===== src/rtl/eag_pkg.sv =====
package eag_pkg;

  localparam int MODE_W = 4;

  typedef enum logic [MODE_W-1:0] {
    AM_IMM  = 4'd0,
    AM_ZP   = 4'd1,
    AM_ZPX  = 4'd2,
    AM_ZPY  = 4'd3,
    AM_ABS  = 4'd4,
    AM_ABSX = 4'd5,
    AM_ABSY = 4'd6,
    AM_INDX = 4'd7,
    AM_INDY = 4'd8,
    AM_JIND = 4'd9,
    AM_REL  = 4'd10
  } amode_e;

  typedef enum logic [2:0] {
    ST_IDLE,
    ST_RD0_REQ,
    ST_RD0_WAIT,
    ST_RD1_REQ,
    ST_RD1_WAIT,
    ST_DONE
  } seq_st_e;

  // Modes whose result depends on a two-byte pointer fetched from memory.
  function automatic logic needs_ptr(input logic [MODE_W-1:0] m);
    return (m == AM_INDX) || (m == AM_INDY) || (m == AM_JIND);
  endfunction

endpackage


===== src/rtl/eag_index_add.sv =====
// Adds a zero-extended index to a two-byte base and flags a change of page.
module eag_index_add #(
  parameter int DW = 8
) (
  input  logic [2*DW-1:0] base,
  input  logic [DW-1:0]   idx,
  output logic [2*DW-1:0] sum,
  output logic            crossed
);
  localparam int AW = 2 * DW;

  assign sum     = base + {{(AW-DW){1'b0}}, idx};
  assign crossed = (sum[AW-1:DW] != base[AW-1:DW]);
endmodule


===== src/rtl/eag_branch_calc.sv =====
// Relative target from the byte after the offset, with the branch cycle penalty.
module eag_branch_calc #(
  parameter int DW = 8
) (
  input  logic [2*DW-1:0] pc,
  input  logic [DW-1:0]   offset,
  input  logic            taken,
  output logic [2*DW-1:0] target,
  output logic            crossed,
  output logic [1:0]      extra
);
  localparam int AW = 2 * DW;

  logic [AW-1:0] next_pc;

  assign next_pc = pc + {{(AW-1){1'b0}}, 1'b1};
  assign target  = next_pc + {{(AW-DW){offset[DW-1]}}, offset};
  assign crossed = (target[AW-1:DW] != next_pc[AW-1:DW]);

  always_comb begin
    if (!taken)       extra = 2'd0;
    else if (crossed) extra = 2'd2;
    else              extra = 2'd1;
  end
endmodule


===== src/rtl/eag_seq.sv =====
// Request acceptance and the two-byte pointer read sequence.
module eag_seq
  import eag_pkg::*;
(
  input  logic clk,
  input  logic rst_n,
  input  logic req_valid,
  input  logic ptr_mode,
  input  logic rd_valid,
  output logic req_ready,
  output logic accept,
  output logic rd_req,
  output logic rd_second,
  output logic cap_lo,
  output logic cap_hi,
  output logic done
);
  seq_st_e st, st_nx;

  always_comb begin
    st_nx = st;
    unique case (st)
      ST_IDLE:     if (accept) st_nx = ptr_mode ? ST_RD0_REQ : ST_DONE;
      ST_RD0_REQ:  st_nx = ST_RD0_WAIT;
      ST_RD0_WAIT: if (rd_valid) st_nx = ST_RD1_REQ;
      ST_RD1_REQ:  st_nx = ST_RD1_WAIT;
      ST_RD1_WAIT: if (rd_valid) st_nx = ST_DONE;
      ST_DONE:     st_nx = ST_IDLE;
      default:     st_nx = ST_IDLE;
    endcase
  end

  always_ff @(posedge clk or negedge rst_n) begin
    if (!rst_n) st <= ST_IDLE;
    else        st <= st_nx;
  end

  assign req_ready = (st == ST_IDLE);
  assign accept    = req_valid && req_ready;
  assign rd_req    = (st == ST_RD0_REQ) || (st == ST_RD1_REQ);
  assign rd_second = (st == ST_RD1_REQ) || (st == ST_RD1_WAIT);
  assign cap_lo    = (st == ST_RD0_WAIT) && rd_valid;
  assign cap_hi    = (st == ST_RD1_WAIT) && rd_valid;
  assign done      = (st == ST_DONE);

  // completion is a single pulse and the stream reopens right after it
  assert_done_pulse_R2: assert property (@(posedge clk) disable iff (!rst_n)
    done |=> !done);
  assert_ready_after_done_R2: assert property (@(posedge clk) disable iff (!rst_n)
    done |=> req_ready);
  // a read request lasts one cycle and is never back to back
  assert_single_req_R3: assert property (@(posedge clk) disable iff (!rst_n)
    rd_req |=> !rd_req);
  // no new request is taken while a read is in flight
  assert_busy_during_read_R1: assert property (@(posedge clk) disable iff (!rst_n)
    rd_req |-> !req_ready);
endmodule


===== src/rtl/eag_top.sv =====
module eag_top
  import eag_pkg::*;
#(
  parameter int DW = 8
) (
  input  logic              clk,
  input  logic              rst_n,
  input  logic              req_valid,
  output logic              req_ready,
  input  logic [MODE_W-1:0] req_mode,
  input  logic [DW-1:0]     req_op_lo,
  input  logic [DW-1:0]     req_op_hi,
  input  logic [DW-1:0]     req_idx_x,
  input  logic [DW-1:0]     req_idx_y,
  input  logic [2*DW-1:0]   req_pc,
  input  logic              req_br_taken,
  output logic              mem_rd_req,
  output logic [2*DW-1:0]   mem_rd_addr,
  input  logic              mem_rd_valid,
  input  logic [DW-1:0]     mem_rd_data,
  output logic [2*DW-1:0]   ea_addr,
  output logic              ea_page_cross,
  output logic [1:0]        ea_extra,
  output logic              ea_done
);
  localparam int AW = 2 * DW;
  localparam logic [DW-1:0] ZERO_PAGE = '0;
  localparam logic [DW-1:0] ONE_B     = {{(DW-1){1'b0}}, 1'b1};

  // ---------------- sequencer ----------------
  logic accept, rd_second, cap_lo, cap_hi;

  eag_seq u_seq (
    .clk       (clk),
    .rst_n     (rst_n),
    .req_valid (req_valid),
    .ptr_mode  (needs_ptr(req_mode)),
    .rd_valid  (mem_rd_valid),
    .req_ready (req_ready),
    .accept    (accept),
    .rd_req    (mem_rd_req),
    .rd_second (rd_second),
    .cap_lo    (cap_lo),
    .cap_hi    (cap_hi),
    .done      (ea_done)
  );

  // ---------------- captured request and fetched pointer ----------------
  logic [MODE_W-1:0] mode_q;
  logic [DW-1:0]     lo_q, hi_q, x_q, y_q, ptr_lo_q, ptr_hi_q;
  logic [AW-1:0]     pc_q;
  logic              taken_q;

  always_ff @(posedge clk or negedge rst_n) begin
    if (!rst_n) begin
      mode_q   <= '0;
      lo_q     <= '0;
      hi_q     <= '0;
      x_q      <= '0;
      y_q      <= '0;
      pc_q     <= '0;
      taken_q  <= 1'b0;
      ptr_lo_q <= '0;
      ptr_hi_q <= '0;
    end else begin
      if (accept) begin
        mode_q  <= req_mode;
        lo_q    <= req_op_lo;
        hi_q    <= req_op_hi;
        x_q     <= req_idx_x;
        y_q     <= req_idx_y;
        pc_q    <= req_pc;
        taken_q <= req_br_taken;
      end
      if (cap_lo) ptr_lo_q <= mem_rd_data;
      if (cap_hi) ptr_hi_q <= mem_rd_data;
    end
  end

  // ---------------- arithmetic ----------------
  logic [DW-1:0] zp_x, zp_y, zp_x_nx, lo_nx;
  assign zp_x    = lo_q + x_q;      // wraps inside page zero
  assign zp_y    = lo_q + y_q;
  assign zp_x_nx = zp_x + ONE_B;
  assign lo_nx   = lo_q + ONE_B;    // pointer low byte wraps, page kept

  logic [AW-1:0] abs_sum, ind_sum, br_target;
  logic          abs_cross, ind_cross, br_cross;
  logic [1:0]    br_extra;

  eag_index_add #(.DW(DW)) u_abs_add (
    .base    ({hi_q, lo_q}),
    .idx     ((mode_q == AM_ABSY) ? y_q : x_q),
    .sum     (abs_sum),
    .crossed (abs_cross)
  );

  eag_index_add #(.DW(DW)) u_ind_add (
    .base    ({ptr_hi_q, ptr_lo_q}),
    .idx     (y_q),
    .sum     (ind_sum),
    .crossed (ind_cross)
  );

  eag_branch_calc #(.DW(DW)) u_branch (
    .pc      (pc_q),
    .offset  (lo_q),
    .taken   (taken_q),
    .target  (br_target),
    .crossed (br_cross),
    .extra   (br_extra)
  );

  // ---------------- pointer read addresses ----------------
  logic [AW-1:0] rd_addr_lo, rd_addr_hi;

  always_comb begin
    unique case (mode_q)
      AM_INDX: begin
        rd_addr_lo = {ZERO_PAGE, zp_x};
        rd_addr_hi = {ZERO_PAGE, zp_x_nx};
      end
      AM_INDY: begin
        rd_addr_lo = {ZERO_PAGE, lo_q};
        rd_addr_hi = {ZERO_PAGE, lo_nx};
      end
      default: begin
        rd_addr_lo = {hi_q, lo_q};
        rd_addr_hi = {hi_q, lo_nx};
      end
    endcase
  end

  assign mem_rd_addr = rd_second ? rd_addr_hi : rd_addr_lo;

  // ---------------- result selection ----------------
  always_comb begin
    ea_addr       = pc_q;
    ea_page_cross = 1'b0;
    ea_extra      = 2'd0;
    unique case (mode_q)
      AM_ZP:  ea_addr = {ZERO_PAGE, lo_q};
      AM_ZPX: ea_addr = {ZERO_PAGE, zp_x};
      AM_ZPY: ea_addr = {ZERO_PAGE, zp_y};
      AM_ABS: ea_addr = {hi_q, lo_q};
      AM_ABSX, AM_ABSY: begin
        ea_addr       = abs_sum;
        ea_page_cross = abs_cross;
        ea_extra      = {1'b0, abs_cross};
      end
      AM_INDX, AM_JIND: ea_addr = {ptr_hi_q, ptr_lo_q};
      AM_INDY: begin
        ea_addr       = ind_sum;
        ea_page_cross = ind_cross;
        ea_extra      = {1'b0, ind_cross};
      end
      AM_REL: begin
        ea_addr       = br_target;
        ea_page_cross = br_cross;
        ea_extra      = br_extra;
      end
      default: ea_addr = pc_q;
    endcase
  end

  // table pointer fetches stay inside page zero
  assert_ptr_page_zero_R8: assert property (@(posedge clk) disable iff (!rst_n)
    (mem_rd_req && ((mode_q == AM_INDX) || (mode_q == AM_INDY)))
      |-> (mem_rd_addr[AW-1:DW] == ZERO_PAGE));
  // both jump pointer fetches come from the operand's own page
  assert_jind_same_page_R10: assert property (@(posedge clk) disable iff (!rst_n)
    (mem_rd_req && (mode_q == AM_JIND)) |-> (mem_rd_addr[AW-1:DW] == hi_q));
  // indexed page-zero results never leave page zero
  assert_zp_wrap_R6: assert property (@(posedge clk) disable iff (!rst_n)
    (ea_done && ((mode_q == AM_ZPX) || (mode_q == AM_ZPY)))
      |-> (ea_addr[AW-1:DW] == ZERO_PAGE));
  // an indexed crossing costs exactly one cycle
  assert_abs_penalty_R7: assert property (@(posedge clk) disable iff (!rst_n)
    (ea_done && ((mode_q == AM_ABSX) || (mode_q == AM_ABSY)))
      |-> (ea_extra == {1'b0, ea_page_cross}));
  // an untaken branch costs nothing
  assert_untaken_free_R11: assert property (@(posedge clk) disable iff (!rst_n)
    (ea_done && (mode_q == AM_REL) && !taken_q) |-> (ea_extra == 2'd0));
  // results hold while idle with nothing accepted
  assert_hold_idle_R12: assert property (@(posedge clk) disable iff (!rst_n)
    (req_ready && !req_valid) |=> ($stable(ea_addr) && $stable(ea_extra)
                                   && $stable(ea_page_cross)));
endmodule


===== config.mk =====
export PLATFORM = sky130hd
export DESIGN_NAME = eag_top
export DESIGN_NICKNAME = d
export VERILOG_FILES = /design/src/rtl/eag_pkg.sv /design/src/rtl/eag_index_add.sv /design/src/rtl/eag_branch_calc.sv /design/src/rtl/eag_seq.sv /design/src/rtl/eag_top.sv
export SDC_FILE = /design/constraint.sdc
export NUM_CORES = 1
export LEC_CHECK = 0
export CORE_UTILIZATION = 56
export CTS_CLUSTER_SIZE = 30
export DETAILED_ROUTE_END_ITERATION = 7
export GPL_ROUTABILITY_DRIVEN = 0
export GPL_TIMING_DRIVEN = 0
export PLACE_DENSITY = 0.81
export SLEW_MARGIN = 20
export SYNTH_ARGS = -nofsm -noshare
export SYNTH_HDL_FRONTEND = slang
export SYNTH_SLANG_ARGS = --single-unit

===== constraint.sdc =====
create_clock -name clk -period 5.09 [get_ports clk]
set_clock_uncertainty 0.15 [all_clocks]
set_input_delay 0.7635 -clock clk [delete_from_list [all_inputs] [get_ports clk]]
set_output_delay 0.7635 -clock clk [all_outputs]
set_load 0.005 [all_outputs]

# After elaboration in Yosys (flattened, before gate mapping)
# Index checks and enable logic that the tools add are counted.
dict set report op_classes {
  n_mux 14
  n_addsub 8
  n_eq_ne 24
  n_reduce_logical 11
}
# op count
set ops {}
lappend ops {{$pmux 16 s8} 1}
lappend ops {{$pmux 16 s2} 2}
lappend ops {{$add 16x8->16} 2}
lappend ops {{$ne 8x8->1} 3}
lappend ops {{$eq 4x3->1 const B} 5}
lappend ops {{$eq 4x4->1 const B} 5}
lappend ops {{$add 16x1->16 const B} 1}
lappend ops {{$add 16x16->16} 1}
lappend ops {{$add 8x1->8 const B} 2}
lappend ops {{$add 8x8->8} 2}
lappend ops {{$mux 16} 1}
lappend ops {{$pmux 3 s5} 1}
lappend ops {{$mux 3} 4}
lappend ops {{$eq 4x2->1 const B} 2}
lappend ops {{$mux 8} 1}
lappend ops {{$eq 3x2->1 const B} 2}
lappend ops {{$eq 3x3->1 const B} 2}
lappend ops {{$ne 2x2->1 const B} 3}
lappend ops {{$pmux 2 s3} 1}
lappend ops {{$eq 4x1->1 const B} 1}
lappend ops {{$logic_or 1x1->1} 4}
lappend ops {{$mux 2} 2}
lappend ops {{$reduce_or 2->1} 2}
lappend ops {{$eq 3x1->1 const B} 1}
lappend ops {{other kinds (4)} 6}
dict set report word_totals {
  in_bits 65
  reg_bits 72
  elab_cells 67
  output_inout_bits 38
}

# Logic depth before layout (Yosys ltp)
dict set report depth {
  depth_word 6
  ltp_mapped 16
  ltp_nobuf 14
}

# By module
# Synthesis repeated with hierarchy kept, for this count alone.
dict set report unflattened {
  hier_cells 816
  area_unflattened_um2 7390.8
}
# module instances seq_area_each_um2 cells_per_inst area_per_inst_um2
set modules_own_cells {}
lappend modules_own_cells {eag_top 1 1726.7 485 4837.1}
lappend modules_own_cells {eag_branch_calc 1 0.0 165 1300.0}
lappend modules_own_cells {eag_index_add 2 0.0 71 521.8}
lappend modules_own_cells {eag_seq 1 75.1 24 210.2}

# Worst setup path before layout
# Ideal clock, no wire load.
dict set report synth_timing {
  path_type {reg2out}
  from {reg mode_q[2]}
  to {out ea_addr[15]}
  path_stages_with_launch 15
  setup_slack_ps 793
  n_path_buf 2
  arrival_ps 3383
  required_ps 4177
  cell_sequence {dfrtp_1 -> clkbuf_1 -> inv_1 -> buf_2 -> nor3_2 -> mux2_2 -> ha_1 -> a211oi_1 -> o21ai_0 -> a31oi_1 -> and3b_1 -> xor2_1 -> a221oi_2 -> a21oi_1 -> a2bb2oi_1}
}
dict set report synth_via {
  elab_chain_len 4
  elab_cells_between_ends 15
  cone_classes {1 x add/sub; 10 x eq/ne; 2 x mux; 2 x reduce/logical}
}
# item line_no
set synth_rtl {}
lappend synth_rtl {{from (decl)} eag_top.sv:49} ;# logic [MODE_W-1:0] mode_q;
lappend synth_rtl {{from (signal assigned)} eag_top.sv:67} ;# mode_q <= req_mode;
lappend synth_rtl {{$eq 4x3->1} {eag_top.sv:93, eag_top.sv:141}}
lappend synth_rtl {{$mux 8} eag_top.sv:93} ;# .idx ((mode_q == AM_ABSY) ? y_q : x_q),
lappend synth_rtl {{$add 16x8->16} eag_index_add.sv:12} ;# assign sum = base + {{(AW-DW){1'b0}}, idx};
lappend synth_rtl {{$pmux 16 s8 *} eag_top.sv:141} ;# unique case (mode_q)
lappend synth_rtl {{to (decl)} eag_top.sv:21} ;# output logic [2*DW-1:0] ea_addr,
# Mark *: on every way between the ends. The rest lies on a longest branch, timed or not.

# Worst setup path after layout
dict set report layout_timing {
  from {reg mode_q[2]}
  to {out ea_addr[10]}
}
# The elaborated chain is that of the path after synthesis.

==> flow_summary.yaml <==
setup_path:
  crit_chain: "clkinvlp_4, nor3_4, buf_6, mux2_2, ha_1, inv_1, fa_1, inv_1, a21o_1, a41oi_2, a21oi_4, nand3_1, xor2_1, o221ai_1, o21a_1, clkdlybuf4s50_1"
  cpMostUsedCell: "inv_1"
  end_kind: "output port"
  worst_path_max_delay_cell: "clkdlybuf4s50_1"
  crit_fanout: 6
  setup.worst_path.start_class: "flop"
  rrSetupSlack_ps: 2360
  critPathKind: "flop to output port"
  crit_path_max_incr_delay_ps: 510
  arrival_ps: 4080
  critPathRequiredTime_ps: 4180
synthesis:
  synth_top_family_by_area: "compound AO/OA/AOI/OAI gates"
  synth_cells: 802
  synth_compound_area_frac: 0.224
  yosysWarnings: 0
  syn_nets: 920
  synth.distinct_cells: 70
  synthXorXnorAreaFrac: 0.113
  synthAdderAreaFrac: 0.0999
  ys_seq_area_frac: 0.257
  avgSynthCellArea_sq_um: 8.75
  ys_ff_latch: 72
  synthFlopType: "dfrtp_1"
  synth_mux_area_frac: 0.110
  syn_area_sq_mm: 0.00702
  synth-simple-area-share: 0.161
  synth_edf_count: 0
  async_flop_share: 1.00
sta:
  slew_violations: 0
  min_period_ps: 5000
  period_share: 0.981
  fmax_mhz: 200
  worstMarginPinSlew_ps: 1090
  relSlewSlack: 0.265
  hold_violations: 0
  setup_viol: 0
floorplanning:
  core_sq_mm: 0.0121
  initial_core_util: 0.579
  row_count: 40
  io_pins: 103
  die_area_sq_mm: 0.0130
  die_y_microns: 114
  fp.dieW_microns: 114
routing:
  wl_per_cell_microns: 21.4
  firstDrtPassIters: 8
  drt_iter0_drc: 1021
  drcViolationCount: 1
  vias: 7301
  postRouteAntennaNets: 0
  wirelength_microns: 23800
  avgViaCountPerCell: 6.58
global_route:
  grt_antenna_before_repair: 0
  grt_pass1_wl_microns: 36600
  overflow: 0
  grt_max_degree: 47
  grt.total_usage: 0.369
  grt_pass1_vias: 7067
clock_tree:
  clk_pin_slew_ps: 60
  clock-sinks: 72
  cts_buffer_depth: 2
  root_buffer: "clkbuf_16"
  htree_levels: 3
  cts_inserted_buffers: 9
  clk_latency_ps: 350
  cts_tree: "built"
run:
  drv_cap: 0
finish:
  layout_common_cells: "95 x clkdlybuf4s50_1, 67 x mux2_2, 65 x dfrtp_1, 64 x nand2_1, 58 x xnor2_1"
  nets: 1054
  layout_commonest_cell: "clkdlybuf4s50_1"
  area_growth_pct: 27.7
  drive_above_1_share: 0.174
  antenna_cells: 0
  final_cell_area_sq_mm: 0.00896
placed_design:
  dpl_cell_area_sq_mm: 0.00827
  port_buffers: 102
  dp_hpwl_microns: 17400
min_path:
  hp-class: "input pin to async pin"
outcome:
  violations: "design-rule violations"
  status: "finished with violations"
==> stage by stage <==
stage                util  hold WS, ps  setup slack, ps  instances  setup TNS (ps)
finish              0.740          178             94.7       1109               0
global route        0.740          206            -39.9       1109           -87.7
CTS                 0.724          184            -14.4       1100           -14.4
detailed placement  0.683          370             -496       1073           -2300
global placement    0.681          355             -424       1072           -1520
floorplan               -          318              793        802               0
==> layer usage <==
layer  routed length [microns]  GRT usage  vias to the layer above
met5                         0          0                        -
met4                      1310      0.228                        0
met3                      2410     0.0654                      121
met2                     10700      0.575                      489
met1                      9330      0.477                     3456
li1                          -          -                     3235
==> cell usage after synthesis, drive strengths merged, types with 5 or more instances <==
master,n,area (sq um)
a21o,28,210
a21oi,56,280
a221oi,14,141
a22o,13,114
a22oi,13,97.6
a31oi,8,50.1
and2,8,50.1
and3,15,93.8
and4,6,55.1
buf,14,71.3
clkbuf,24,90.1
dfrtp,72,1800
fa,5,100
ha,48,601
inv,23,86.3
mux2,67,754
nand2,64,240
nand2b,5,31.3
nand3,22,110
nand4,9,71.3
nor2,54,205
nor2b,7,43.8
nor3,22,120
o211ai,5,37.5
o21a,6,45.0
o21ai,56,288
xnor2,59,517
xor2,28,253
==> registers in the layout (all words and copies together) (netlist names) <==
register	flops
hi_q	8
lo_q	8
mode_q	4
pc_q	16
ptr_hi_q	8
ptr_lo_q	8
taken_q	1
u_seq.st	3
x_q	8
y_q	8
==> final cells by class <==
| class | instances | area (sq um) |
|---|---|---|
| Fill cell | 923 | 3150 |
| Inverter | 23 | 90.1 |
| Multi-Input combinational cell | 669 | 5160 |
| Clock buffer | 9 | 225 |
| Clock inverter | 7 | 71.3 |
| Timing Repair Buffer | 125 | 1230 |
| Buffer | 36 | 158 |
| Sequential cell | 72 | 1810 |
| Tap cell | 168 | 210 |
==> final timing paths <==
| path | startpoint | to | depth (start not counted) |
|---|---|---|---|
| max | mode_q[2]$_DFFE_PN0P_ | ea_addr[10] | 16 |
| min | rst_n | y_q[2]$_DFFE_PN0P_ | 1 |
| max reg2reg | u_seq.st[2]$_DFFE_PN0P_ | x_q[7]$_DFFE_PN0P_ | 6 |
| min reg2reg | taken_q$_DFFE_PN0P_ | taken_q$_DFFE_PN0P_ | 1 |
| max in group asynchronous | rst_n | mode_q[2]$_DFFE_PN0P_ | 2 |
| min in group clk | taken_q$_DFFE_PN0P_ | taken_q$_DFFE_PN0P_ | 1 |
==> timing repair <==
action / CTS / global route
hold endpoints to repair: 0 / 0
gates cloned: 0 / 0
setup buffers: 12 / 10
gates resized for setup: 23 / 33
hold buffers: 0 / 0
setup endpoints to repair: 16 / 13
pin swaps: 7 / 17
==> worst max-delay path: cells and delay by family, from the launching register on <==
family,cells,cell delay (ps)
XOR/XNOR,1,150
multiplexers,1,140
flip-flops,1,410
adder cells (fa/ha/maj),2,600
buffers and inverters,5,990
AND/OR/NAND/NOR,2,440
AO/OA/AOI/OAI,5,980
==> cell families (layout without fill, tap and decap cells) <==
group           count (synthesis)  count (layout)
xor+xnor                       88              88
buf+inv                        61             200
compound gates                233             233
mux                            69              69
simple gates                  226             226
fa+ha+maj                      53              53
flops                          72              72
Power is left out: the tool's default activity adds up to more than one toggle a clock period on the data nets, which glitch-free logic cannot reach.
